<file path="src/rtl/rdi_pkg.sv">
`timescale 1ns/1ps
package rdi_pkg;
   // ceiling log2 with a floor of one bit, for select and count widths
   function automatic int clog2_min1(input int v);
      int r;
      r = 0;
      while ((1 << r) < v) r++;
      return (r < 1) ? 1 : r;
   endfunction

   // accumulator width: sample, growth over the sum, one bit for negating the minimum code
   function automatic int acc_width(input int w, input int max_iosr);
      return w + clog2_min1(max_iosr) + 1;
   endfunction
endpackage

</file>
<file path="src/rtl/rdi_pol_align.sv">
`timescale 1ns/1ps
module rdi_pol_align #(
   parameter int MAX_DLY = 7,
   parameter int DW      = 3
) (
   input  logic          clk,
   input  logic          rst_n,
   input  logic          samp_valid,
   input  logic          carrier_pol,
   input  logic [DW-1:0] phase_dly,
   output logic          pol_out
);
   generate
      if (MAX_DLY == 0) begin : g_direct
         assign pol_out = carrier_pol;
      end else begin : g_delay
         logic [MAX_DLY-1:0] hist_q;
         logic [DW-1:0]      sel;

         always_ff @(posedge clk) begin
            if (!rst_n) begin
               hist_q <= '0;
            end else if (samp_valid) begin
               for (int i = MAX_DLY - 1; i > 0; i--) hist_q[i] <= hist_q[i-1];
               hist_q[0] <= carrier_pol;
            end
         end

         always_comb begin
            sel = (phase_dly > DW'(MAX_DLY)) ? DW'(MAX_DLY) : phase_dly;
            pol_out = (sel == '0) ? carrier_pol : hist_q[sel - DW'(1)];
         end

         // a delayed polarity only moves on a sample strobe
         p_pol_steady_r8: assert property (@(posedge clk) disable iff (!rst_n)
            (phase_dly != '0 && $stable(phase_dly) && !$past(samp_valid)) |-> $stable(pol_out));
      end
   endgenerate
endmodule

</file>
<file path="src/rtl/rdi_lane.sv">
`timescale 1ns/1ps
module rdi_lane #(
   parameter int W        = 12,
   parameter int MAX_IOSR = 32,
   parameter int AW       = 18,
   parameter int IW       = 6
) (
   input  logic          clk,
   input  logic          rst_n,
   input  logic          active,
   input  logic          pol,
   input  logic [IW-1:0] iosr,
   input  logic          samp_valid,
   input  logic [W-1:0]  samp,
   output logic          out_valid,
   output logic [AW-1:0] out_data
);
   logic          run_q;
   logic [IW-1:0] cnt_q;
   logic [AW-1:0] acc_q;
   logic [AW-1:0] s_ext, term, acc_nxt;
   logic [IW-1:0] last_idx;

   always_comb begin
      if (iosr == '0)                 last_idx = '0;
      else if (iosr > IW'(MAX_IOSR))  last_idx = IW'(MAX_IOSR - 1);
      else                            last_idx = iosr - IW'(1);
   end

   assign s_ext   = {{(AW-W){samp[W-1]}}, samp};
   assign term    = pol ? s_ext : (~s_ext + AW'(1));
   assign acc_nxt = acc_q + term;

   always_ff @(posedge clk) begin
      if (!rst_n) begin
         run_q     <= 1'b0;
         cnt_q     <= '0;
         acc_q     <= '0;
         out_valid <= 1'b0;
         out_data  <= '0;
      end else begin
         run_q     <= active;
         out_valid <= 1'b0;
         if (active && !run_q) begin
            acc_q <= '0;
            cnt_q <= '0;
         end else if (active && samp_valid) begin
            if (cnt_q >= last_idx) begin
               out_data  <= acc_nxt;
               out_valid <= 1'b1;
               acc_q     <= '0;
               cnt_q     <= '0;
            end else begin
               acc_q <= acc_nxt;
               cnt_q <= cnt_q + IW'(1);
            end
         end
      end
   end

   // a result strobe is always caused by an accepted sample
   p_valid_after_sample_r3: assert property (@(posedge clk) disable iff (!rst_n)
      out_valid |-> $past(samp_valid && active && run_q));
   // the result only moves with its strobe
   p_hold_r4: assert property (@(posedge clk) disable iff (!rst_n)
      !out_valid |-> $stable(out_data));
   // adding a rectified sample never wraps the sum
   p_no_overflow_r9: assert property (@(posedge clk) disable iff (!rst_n)
      (active && run_q && samp_valid) |->
         !((acc_q[AW-1] == term[AW-1]) && (acc_nxt[AW-1] != acc_q[AW-1])));
   // the sample count stays inside one period
   p_cnt_bound_r2: assert property (@(posedge clk) disable iff (!rst_n)
      cnt_q < IW'(MAX_IOSR));
endmodule

</file>
<file path="src/rtl/demod_integrator.sv">
`timescale 1ns/1ps
module demod_integrator #(
   parameter int NCH      = 2,
   parameter int W        = 12,
   parameter int MAX_IOSR = 32,
   parameter int MAX_DLY  = 7,
   parameter int AW       = rdi_pkg::acc_width(W, MAX_IOSR),
   parameter int IW       = rdi_pkg::clog2_min1(MAX_IOSR + 1),
   parameter int DW       = rdi_pkg::clog2_min1(MAX_DLY + 1)
) (
   input  logic              clk,
   input  logic              rst_n,
   input  logic              master_en,
   input  logic [NCH-1:0]    ch_en,
   input  logic              carrier_pol,
   input  logic [DW-1:0]     phase_dly,
   input  logic [IW-1:0]     iosr,
   input  logic              samp_valid,
   input  logic [NCH*W-1:0]  samp_data,
   output logic [NCH-1:0]    out_valid,
   output logic [NCH*AW-1:0] out_data
);
   localparam int AW_MIN = rdi_pkg::acc_width(W, MAX_IOSR);

   generate
      if (NCH < 1)           begin : g_bad_nch  $error("NCH must be at least 1");            end
      if (W < 2)             begin : g_bad_w    $error("W must be at least 2");              end
      if (MAX_IOSR < 1)      begin : g_bad_iosr $error("MAX_IOSR must be at least 1");       end
      if (MAX_DLY < 0)       begin : g_bad_dly  $error("MAX_DLY must not be negative");      end
      if (AW < AW_MIN)       begin : g_bad_aw   $error("AW too narrow for MAX_IOSR");        end
      if ((1 << IW) <= MAX_IOSR) begin : g_bad_iw $error("IW cannot hold MAX_IOSR");         end
   endgenerate

   logic pol_eff;

   rdi_pol_align #(.MAX_DLY(MAX_DLY), .DW(DW)) u_pol (
      .clk         (clk),
      .rst_n       (rst_n),
      .samp_valid  (samp_valid),
      .carrier_pol (carrier_pol),
      .phase_dly   (phase_dly),
      .pol_out     (pol_eff)
   );

   generate
      for (genvar c = 0; c < NCH; c++) begin : g_lane
         rdi_lane #(.W(W), .MAX_IOSR(MAX_IOSR), .AW(AW), .IW(IW)) u_lane (
            .clk        (clk),
            .rst_n      (rst_n),
            .active     (master_en & ch_en[c]),
            .pol        (pol_eff),
            .iosr       (iosr),
            .samp_valid (samp_valid),
            .samp       (samp_data[c*W +: W]),
            .out_valid  (out_valid[c]),
            .out_data   (out_data[c*AW +: AW])
         );
      end
   endgenerate

   // no lane produces a result while the master enable is low
   p_idle_r6: assert property (@(posedge clk) disable iff (!rst_n)
      !master_en |=> (out_valid == '0));
endmodule

</file>
<file path="config.mk">
export PLATFORM = sky130hd
export DESIGN_NAME = demod_integrator
export DESIGN_NICKNAME = d
export VERILOG_FILES = /design/src/rtl/rdi_pkg.sv /design/src/rtl/rdi_pol_align.sv /design/src/rtl/rdi_lane.sv /design/src/rtl/demod_integrator.sv
export SDC_FILE = /design/constraint.sdc
export NUM_CORES = 1
export LEC_CHECK = 0
export ABC_CLOCK_PERIOD_IN_PS = 4500
export BUFFER_PORTS_ARGS = -buffer_cell sky130_fd_sc_hd__clkbuf_2
export CELL_PAD_IN_SITES_DETAIL_PLACEMENT = 0
export CELL_PAD_IN_SITES_GLOBAL_PLACEMENT = 1
export CORE_MARGIN = 2
export CORE_UTILIZATION = 44
export DETAILED_ROUTE_END_ITERATION = 10
export PLACE_DENSITY = 0.89
export SYNTH_ARGS = -nofsm -noshare
export SYNTH_HDL_FRONTEND = slang
export SYNTH_SLANG_ARGS = --single-unit
export TNS_END_PERCENT = 100
</file>
<file path="constraint.sdc">
create_clock -name clk -period 4.5 [get_ports clk]
set_clock_uncertainty 0.2 [all_clocks]
set_input_delay 0.675 -clock clk [delete_from_list [all_inputs] [get_ports clk]]
set_output_delay 0.675 -clock clk [all_outputs]
set_load 0.03 [all_outputs]
</file>
==> reports/results.ini <==
[sta]
rsz0062_at_grt=false
setup_viol=0
min_period_over_period=0.931
final_hold_viol_count=0
max_freq_mhz=239
worst-slew-pin-transition_ps=1000
max_slew_margin=0.328
period_needed_ps=4190
slew_violations=0
setup_tns_ps=0
fin_ws_ps=312

[synth]
syn_inst=746
seq_area_frac_synth=0.318
synth-xor-area-share=0.0901
synthSimpleGateAreaFrac=0.212
synth_top_family_by_area=simple AND/OR/NAND/NOR gates
muxShareOfSynthArea=0.0337
syn_area_um2=5990
synth_top_flop_cell=dfxtp_1
synthAdderAreaFrac=0.117
synthDistinctLibCells=61
synth_async_sr_flop_share=0
synth-edff-count=0
synth_warnings=0
syn_area_per_cell_um2=8.02
synth-compound-area-share=0.195
synth_seq_cells=95
syn_nets=840

[critical_path]
r2r_start=u_pol.g_delay.hist_q[2]
cp-end-kind=flop
cp_max_fo=13
crit_path_start_kind=input port
worstPathArrival_ps=4270
crit_start=phase_dly[0]
path_class=in2reg
worstPathRequired_ps=4580

[drt]
via_per_inst=5.53
dr.first_iter.drc_count=372
dr.pass1.iters=5
routedWlPerCell_um=15.6
ant_nets=0
drt-total-wl_mm=15.7
drc_errors=0
vias=5578

[global_routing]
grt_pass1_wl_mm=25.8
grt_overflow=0
grt_pass1_vias=5377
grt_usage=0.222
grt_max_degree=28
antenna_found_initial=0

[min_path]
worstHoldPathType=reg2reg
min_from=g_lane[0].u_lane.out_data[10]

[placement]
dp_cells=995
place_ws_ps=-2.02
hpwl_mm=12.1
numPortBuffers=77
gp_congestion=0.988
post_dp_cell_area_um2=6660

[floorplanning]
start_util=0.452
rows=42
ios=78
core_area_um2=13200
die_h_um=121
die_area_um2=14600
die_w_um=121

[cts]
htree_levels=3
clkSlewWorstSetupHoldPaths_ps=60
hold_buffers=0
cts_tree=yes
cts-buffers-inserted=9
cts-root-buf=clkbuf_16
cts_resized=0
clock_sinks=95
cts_buffer_depth=2
clock_latency_ps=350
cts_setup_buffers=0

[final_layout]
diodes=0
final_cell_area_um2=6960
final_common_cell=nand2_1
layout_common_cells=nand2_1, dfxtp_1, nor2_1
nNetsFinal=924
final_cells=1009
area_growth_pct=16.2
drive_above_1_share=0.150

[run_status]
status=finished clean

[power]
vdd_ir_drop_max_mv=0.165
leakage_nw=3.03
p_per_area_nw_per_um2=295
finalPower_w=0.00206

[flow_run]
drv_cap=0

[per-layer routing]
layer / vias up / routed length, um / GRT usage
met5: - / 0 / 0
met4: 0 / 330 / 0.0894
met3: 28 / 501 / 0.0344
met2: 119 / 7310 / 0.361
met1: 2616 / 7560 / 0.295
li1: 2815 / - / -
[layout make-up]
class / instances / area [um2]
Fill cell: 1312 / 6280
Multi-Input combinational cell: 599 / 3890
Sequential cell: 95 / 1900
Timing Repair Buffer: 99 / 551
Clock buffer: 10 / 229
Tap cell: 176 / 220
Inverter: 26 / 97.6
Clock inverter: 4 / 72.6
[path summary, 6_finish.rpt]
| kind | depth (start not counted) | slack (ps) | end |
|---|---|---|---|
| worst max-delay path | 14 | 310 | g_lane[0].u_lane.acc_q[17] |
| worst min-delay path | 2 | 250 | g_lane[0].u_lane.out_data[10] |
| worst max register to register | 13 | 450 | g_lane[0].u_lane.acc_q[17] |
| worst min register to register | 2 | 250 | g_lane[0].u_lane.out_data[10] |
[state kept, by name (all words and copies together) (netlist names)]
signal,cells
g_lane.u_lane.out_data,36
g_lane.u_lane.cnt_q,12
g_lane.u_lane.acc_q,36
g_lane.u_lane.run_q,2
g_lane.u_lane.out_valid,2
u_pol.g_delay.hist_q,7
[cell families (layout without fill, tap and decap cells)]
kind of cell	count (synthesis)	in the layout
and+or+nand+nor	282	282
AOI/OAI and AO/OA	186	186
DFF	95	95
xor gates and xnor gates	60	60
adders and majority gates	55	55
buffers and inverters	52	139
muxes	16	16
[synth_stat cells (5+ instances only)]
library cell | instances | area (um2)
ha_1 | 52 | 651
o21ai_0 | 12 | 60.1
nand3_1 | 30 | 150
nand4_1 | 8 | 50.1
dfxtp_1 | 95 | 1900
xor2_1 | 32 | 280
nor3_1 | 17 | 85.1
inv_1 | 25 | 93.8
a22o_1 | 12 | 105
o31ai_1 | 6 | 45.0
and2_1 | 5 | 31.3
nor2b_1 | 6 | 37.5
nand2_1 | 104 | 390
xnor2_1 | 27 | 236
o21ai_1 | 20 | 100
a22oi_1 | 8 | 60.1
nor2_1 | 79 | 297
mux2i_1 | 10 | 100
o21a_1 | 5 | 37.5
nand2b_1 | 6 | 37.5
a21oi_1 | 72 | 360
o21bai_1 | 7 | 52.6
a21o_1 | 15 | 113
clkbuf_1 | 23 | 86.3
nor4_1 | 5 | 31.3
[critical path, stage by stage]
cell and delay (ps):
clkbuf_2 110, mux4_2 550, mux2_2 420, a21oi_1 180, xor2_1 170, ha_1 270, a21o_1 210, a31o_1 210
nor4b_1 400, nor4_1 190, o31a_1 320, and3_4 160, or3b_1 340, o21ai_1 80
[stage by stage]
| stage | util | hold slack (ps) |
|---|---|---|
| after floorplan | - | 232 |
| after global placement | 0.503 | 242 |
| after detailed placement | 0.503 | 247 |
| after CTS | 0.525 | 256 |
| after global routing | 0.525 | 267 |
| final | 0.525 | 254 |
[report_power, final]
group          internal, W  switching (W)
clock network     0.000480       0.000327
logic             0.000156       0.000229
registers         0.000854     0.00000885
total              0.00149       0.000565
(Power assumes the default switching activity.)
